`config.mk`:
```
export PLATFORM = sky130hd
export DESIGN_NAME = ata_strobe_timer
export DESIGN_NICKNAME = d
export VERILOG_FILES = /design/src/rtl/ata_strobe_timer.sv
export SDC_FILE = /design/constraint.sdc
export NUM_CORES = 1
export LEC_CHECK = 0
export ABC_AREA = 1
export BUFFER_PORTS_ARGS = -buffer_cell sky130_fd_sc_hd__buf_2
export CORE_AREA = 2 2 160 162
export CTS_BUF_LIST = sky130_fd_sc_hd__clkbuf_16
export CTS_CLUSTER_DIAMETER = 200
export DETAILED_ROUTE_END_ITERATION = 16
export DIE_AREA = 0 0 162 164
export PLACE_DENSITY = 0.47
export SYNTH_ARGS = -nofsm -noshare
export SYNTH_HDL_FRONTEND = slang
export SYNTH_SLANG_ARGS = --single-unit
```
`constraint.sdc`:
```
create_clock -name clk -period 1.8 [get_ports clk]
set_clock_uncertainty 0.2 [all_clocks]
set_input_delay 0.27 -clock clk [delete_from_list [all_inputs] [get_ports clk]]
set_output_delay 0.27 -clock clk [all_outputs]
set_load 0.01 [all_outputs]
```
`src/rtl/ata_strobe_timer.sv`:
```
module ata_strobe_timer #(
  parameter int CHANNELS = 2,
  parameter int DATA_W   = 16,
  localparam int CH_W    = (CHANNELS > 1) ? $clog2(CHANNELS) : 1,
  localparam int SEL_W   = CH_W + 1,
  localparam int DRIVES  = 2 * CHANNELS
) (
  input  logic              clk,
  input  logic              rst_n,
  input  logic              cfg_we,
  input  logic [SEL_W-1:0]  cfg_sel,
  input  logic [31:0]       cfg_word,
  input  logic              req,
  input  logic [CH_W-1:0]   req_chan,
  input  logic              req_drive,
  input  logic              req_reg,
  input  logic              req_write,
  input  logic [DATA_W-1:0] bus_din,
  output logic              dior_n,
  output logic              diow_n,
  output logic              done,
  output logic [DATA_W-1:0] rdata
);

  typedef enum logic [2:0] {IDLE, SETUP, ACTIVE, RECOVER, FINISH} phase_t;

  // stored: {reg_setup[5:3] data_setup[2:0]} in [23:18], timing fields in [17:0]
  logic [23:0] twords [DRIVES];
  wire  unused_cfg_bits = ^{cfg_word[31:28], cfg_word[21:18]};

  phase_t     phase;
  logic [4:0] cnt, act_len;
  logic [3:0] rec_len;
  logic       is_write;

  wire [SEL_W-1:0] req_sel = {req_chan, req_drive};
  wire [23:0]      pick    = twords[req_sel];

  always_ff @(posedge clk or negedge rst_n)
    if (!rst_n) begin
      for (int i = 0; i < DRIVES; i++) twords[i] <= '0;
    end else if (cfg_we) begin
      twords[cfg_sel] <= {cfg_word[27:22], cfg_word[17:0]};
    end

  always_ff @(posedge clk or negedge rst_n)
    if (!rst_n) begin
      phase    <= IDLE;
      cnt      <= '0;
      act_len  <= '0;
      rec_len  <= '0;
      is_write <= 1'b0;
      rdata    <= '0;
    end else begin
      unique case (phase)
        IDLE: if (req) begin
          phase    <= SETUP;
          is_write <= req_write;
          if (req_reg) begin
            cnt     <= {2'b0, pick[23:21]};
            act_len <= pick[17:13];
            rec_len <= pick[12:9];
          end else begin
            cnt     <= {2'b0, pick[20:18]};
            act_len <= pick[8:4];
            rec_len <= pick[3:0];
          end
        end
        SETUP:
          if (cnt == 0) begin
            phase <= ACTIVE;
            cnt   <= act_len;
          end else cnt <= cnt - 5'd1;
        ACTIVE:
          if (cnt == 0) begin
            phase <= RECOVER;
            cnt   <= {1'b0, rec_len};
            if (!is_write) rdata <= bus_din;
          end else cnt <= cnt - 5'd1;
        RECOVER:
          if (cnt == 0) phase <= FINISH;
          else cnt <= cnt - 5'd1;
        FINISH: phase <= IDLE;
        default: phase <= IDLE;
      endcase
    end

  assign dior_n = !(phase == ACTIVE && !is_write);
  assign diow_n = !(phase == ACTIVE &&  is_write);
  assign done   = (phase == FINISH);

  // checks
  logic [5:0] low_run;
  always_ff @(posedge clk or negedge rst_n)
    if (!rst_n) low_run <= '0;
    else if (!dior_n || !diow_n) low_run <= low_run + 6'd1;
    else low_run <= '0;

  assert_strobes_exclusive_R6: assert property (@(posedge clk) disable iff (!rst_n)
    dior_n || diow_n);
  assert_done_single_R9: assert property (@(posedge clk) disable iff (!rst_n)
    done |=> !done);
  assert_idle_after_done_R9: assert property (@(posedge clk) disable iff (!rst_n)
    done |=> (dior_n && diow_n));
  assert_read_capture_R10: assert property (@(posedge clk) disable iff (!rst_n)
    $rose(dior_n) |-> rdata == $past(bus_din));
  assert_active_width_R2: assert property (@(posedge clk) disable iff (!rst_n)
    ($rose(dior_n) || $rose(diow_n)) |-> low_run == {1'b0, act_len} + 6'd1);
  assert_word_held_R8: assert property (@(posedge clk) disable iff (!rst_n)
    (phase != IDLE && $past(phase) != IDLE) |-> ($stable(act_len) && $stable(rec_len)));

endmodule

```
# Word-level counts from Yosys, hierarchy flattened
# Cells that the tools add are included.
# word_totals
inputBits	58
ramBits	0
reg_bits	130
romBits	0
latch_bits	0
word_cells	58
output_inout_bits	19
memories	0
# classes
n_reduce_logical	13
magnitude_cmp	3
muxes	19
bitwise	3
add_sub_neg	1
mul	0
eq_ne	9
n_shift	0
div	0
# op_table
cell	n
bitwise mux 96 bit	1
two-way mux 24 bit	3
binary-select mux 24 bit (select 2 bit)	1
demux 24 bit (select 2 bit)	1
two-way mux 5 bit	5
case mux 5 bit (4 select lines)	1
two-way mux 3 bit	5
case mux 3 bit (4 select lines)	1
inequality test 2 bit (second input constant)	5
equality test 3 x 2 -> 1 bit (second input constant)	2
greater-or-equal comparator 3 bit (second input constant)	2
NOT 2 -> 3 bit	2
AND reduction 3 bit	2
logical NOT 5 bit	1
subtractor 5 x 1 -> 5 bit (second input constant)	1
two-way mux 4 bit	1
AND reduction 4 bit	1
nonzero test 4 bit	1
equality test 3 x 1 -> 1 bit (second input constant)	1
equality test 3 bit (second input constant)	1
logical AND 1 bit	3
logical NOT 1 bit	3
logical NOT 3 bit	1
< comparator 3 x 1 -> 1 bit (second input constant)	1
2 further kinds	2

# Depth between registers and ports, before layout
# logic_depth
depth_word	7
depth_mapped	10

# Least setup slack after synthesis
# No wires, ideal clock.
# synth_path
path_type	register -> register
from	reg cnt[0]
to	reg rdata[11]
t_arrival_ns	1.361
setup_time_ns	0.118
stages_incl_launch_ff	10
setup_slack_ns	0.121
path_cell_list	dfrtp_1 > inv_1 > ha_1 > clkbuf_2 > nand3_4 > inv_4 > nand3_4 > buf_6 > nand2_1 > o21ai_2
# synth_via
elab_chain_cells	2
# synth_rtl
item	line	text
start: declaration	32	logic [4:0] cnt, act_len;
start signal: assignment	60	cnt <= {2'b0, pick[23:21]};
start signal: assignment	64	cnt <= {2'b0, pick[20:18]};
start signal: assignment	72	cnt <= act_len;
logical NOT 5 bit	75	if (cnt == 0) begin
AND reduction 3 bit (no source line)	n/a	
end signal: assignment	78	if (!is_write) rdata <= bus_din;
end: declaration	22	output logic [DATA_W-1:0] rdata
# No other way between the ends.
# A chain may end at the register's enable or synchronous reset.

# Final worst setup path
# layout_path
from	reg phase[2]
to	out dior_n
# layout_via
elab_chain_cells	3
# layout_rtl
item	line	text
start: declaration	31	phase_t phase;
start signal: assignment	48	phase <= IDLE;
start signal: assignment	57	phase <= SETUP;
start signal: assignment	71	phase <= ACTIVE;
equality test 3 x 2 -> 1 bit	88	assign dior_n = !(phase == ACTIVE && !is_write);
logical AND 1 bit	88	
logical NOT 1 bit	88	
end: declaration	19	output logic dior_n,
# No other way between the ends.

==> reports/qor.yml <==
die_w_um: 162
cp_slowest_cell: "dfrtp_1"
whs_ns: 0.00571
swShare_pct: 34.5
syn_inst: 752
path_cells: "buf_4 > nor2_4 > nand2_1 > buf_2"
avgSynthCellArea_um2: 8.17
reg2reg_from: "cnt[0]$_DFFE_PN0P_"
grt_pass1_vias: 5127
gp_congestion: 0.754
vias: 5214
worstSetupEndpointType: "output port"
worstRegToRegCells: 8
critPathMaxStageDelay_ns: 0.38
period_needed_ns: 1.75
initial_core_util_pct: 24.7
syn_nets: 811
power_frac_clock_pct: 32.5
r2r_setup_slack_ns: 0.13
yosysWarnings: 0
whs_endpoint: "twords[49]$_DFFE_PN0P_"
grt_pass1_wl_mm: 26.6
wl_per_cell_um: 13.2
clockRootBuffer: "clkbuf_16"
p_seq_share_pct: 39.0
period_share_pct: 97.0
cp.required_ns: 1.33
worst-path-buf-inv: 2
num_rows: 58
htreeDepth: 4
p_int_mw: 6.83
dr.first_iter.drc_count: 495
total_power_mw: 10.4
final_util_pct: 32.5
crit_arrival_ns: 1.28
maxSlewViolCount: 0
vias_per_cell: 4.32
final_layout_size_suffix_gt1_share_pct: 18.5
setup_violations: 0
antenna_found_initial: 0
fin_setup_tns_ns: 0
clk_path_buf_depth: 2
holdPathStages: 3
vdd_drop_max_uv: 439
ant_nets: 0
nNetsFinal: 923
core_um2: 24800
clk_pin_slew_ns: 0.06
use_met3_pct: 2.60
die_height_um: 164
cap_violations: 0
critPathTopFamily: "flip-flops"
port_buffers: 68
drc: 0
worst_setup_path_start_kind: "flip-flop"
worst_pin_slew_ns: 0.372
io_pins: 77
grt_usage_pct: 12.7
cp_max_fo: 4
dr.pass1.iters: 6
fin_area_um2: 8050
rsz0062_at_grt: "true"
top_usage_layer: "met2"
max_freq_mhz: 573
insertion_delay_ns: 0.43
criticalPathCategory: "reg2out"
areaGrowthSynthToFinish_pct: 31.1
powerDensity_nw_per_um2: 1290
r2r-end: "rdata[7]$_DFFE_PN0P_"
p_comb_share_pct: 28.5
hpwl_mm: 9.97
die_area_um2: 26600
clock-sinks: 130
outcome: "finished clean"
hold_violations: 0
final_cell_mix: "nand2_1 (201), o21ai_0 (134), dfrtp_1 (128), inv_1 (77), buf_2 (67)"
synth_seq_cells: 130
p_switching_mw: 3.59
grt_max_degree: 49
syn_area_um2: 6140
dpl_cell_area_um2: 7010
grt-ovfl-total: 0
hp-start: "cfg_word[1]"
synth.distinct_cells: 31
slew-limit-headroom_pct: 75.2
diodes: 0
leakagePower_nw: 3.93
grt_util_met2_pct: 19.7
routed_wl_mm: 15.9
final_common_cell: "nand2_1"
globalRouteMet1Util_pct: 17.7
cts_tree: "done"
min_path_type: "in2reg"
ys_seq_area_share_pct: 53.0
numCtsBuffers: 17
worst reg2reg max path: stages (launching register included):
cell	delay [ns]
dfrtp_1	0.41
inv_1	0.10
ha_2	0.21
nand3_4	0.15
inv_4	0.11
nand3_4	0.07
buf_12	0.18
nand2_1	0.10
o21ai_2	0.05
cells by family after synthesis:
logic type | Yosys count | synth area share (%)
xor gates and xnor gates | 2 | 0.285
buffers and inverters | 125 | 8.82
adders and majority gates | 1 | 0.204
AOI/OAI and AO/OA | 175 | 16.1
and+or+nand+nor | 319 | 21.7
DFF | 130 | 53.0
per-layer routing:
layer  vias to the layer above  share of wire (%)
met2                       112                 45
met3                        16                4.1
li1                       2635                  -
met1                      2451                 50
met4                         0                1.2
met5                         -                  0
area by class of cell:
cell class / instances / area [µm²]
multi-input cells: 497 / 2380
repair buffers: 135 / 1110
flip-flops and latches: 130 / 3260
fillers: 2644 / 16800
clock inverters: 15 / 149
well taps: 330 / 413
inverters: 83 / 314
clock buffers: 17 / 425
worst max path at each step:
stage | from | depth (start not counted) | slack [ns] | to
after CTS | phase[0]$_DFFE_PN0P_ | 5 | 0.01 | dior_n
after detailed placement | cnt[0]$_DFFE_PN0P_ | 7 | 0.09 | cnt[4]$_DFFE_PN0P_
after floorplan | cnt[0]$_DFFE_PN0P_ | 9 | 0.12 | rdata[11]$_DFFE_PN0P_
after global routing | phase[0]$_DFFE_PN0P_ | 5 | -0.05 | dior_n
after global placement | cnt[0]$_DFFE_PN0P_ | 7 | 0.13 | cnt[4]$_DFFE_PN0P_
final | phase[2]$_DFFE_PN0P_ | 4 | 0.05 | dior_n
metrics by stage:
| step | instances | worst slack [ns] |
|---|---|---|
| final | 1207 | 0.0541 |
| after CTS | 1205 | 0.0107 |
| after global placement | 1130 | 0.127 |
| after floorplan | 752 | 0.121 |
| after global routing | 1207 | -0.0454 |
| after detailed placement | 1130 | 0.0934 |
power groups by stage:
stage                     Clock, mW  Sequential [mW]  Combinational (mW)
after CTS                      3.48             4.05                2.93
after floorplan                   0             4.12                1.89
final                          3.39             4.06                2.97
after global routing           3.62             4.15                3.43
after detailed placement          0             4.10                2.81
after global placement            0             4.10                2.77
sequential cells by signal, indices dropped and copies added, names as in the netlist:
signal    count
cnt           5
is_write      1
rdata        16
phase         3
rec_len       4
twords       96
act_len       5
timing repair:
| action | in CTS | in global routing |
|---|---|---|
| hold buffers | 41 | 0 |
| pin swaps | 1 | 2 |
| gates resized for setup | 2 | 5 |
| setup endpoints to repair | 2 | 27 |
| setup buffers | 2 | 2 |
| hold endpoints to repair | 230 | 0 |
synthesized netlist by cell type:
library cell	number	area [µm²]
nor2_2	2	12.5
o21ai_2	17	149
nand3_2	1	10.0
o211ai_1	18	135
o21a_1	1	7.51
buf_4	3	22.5
inv_2	4	15.0
or2_0	1	6.26
nand3_1	41	205
xor2_1	1	8.76
ha_1	1	12.5
clkbuf_1	16	60.1
inv_1	77	289
nand3_4	2	35.0
clkinv_1	1	3.75
buf_2	16	80.1
o21ai_0	134	671
clkbuf_2	1	5.00
buf_6	5	56.3
nand4_1	6	37.5
nor2_1	61	229
buf_1	1	3.75
nand2_1	202	758
o21ai_1	2	10.0
a21oi_1	3	15.0
inv_4	1	6.26
nor2_8	1	20.0
nor3_1	1	5.00
dfrtp_1	130	3250
nor2_4	1	11.3
xnor2_1	1	8.76
Power figures use the tool's default switching activity.
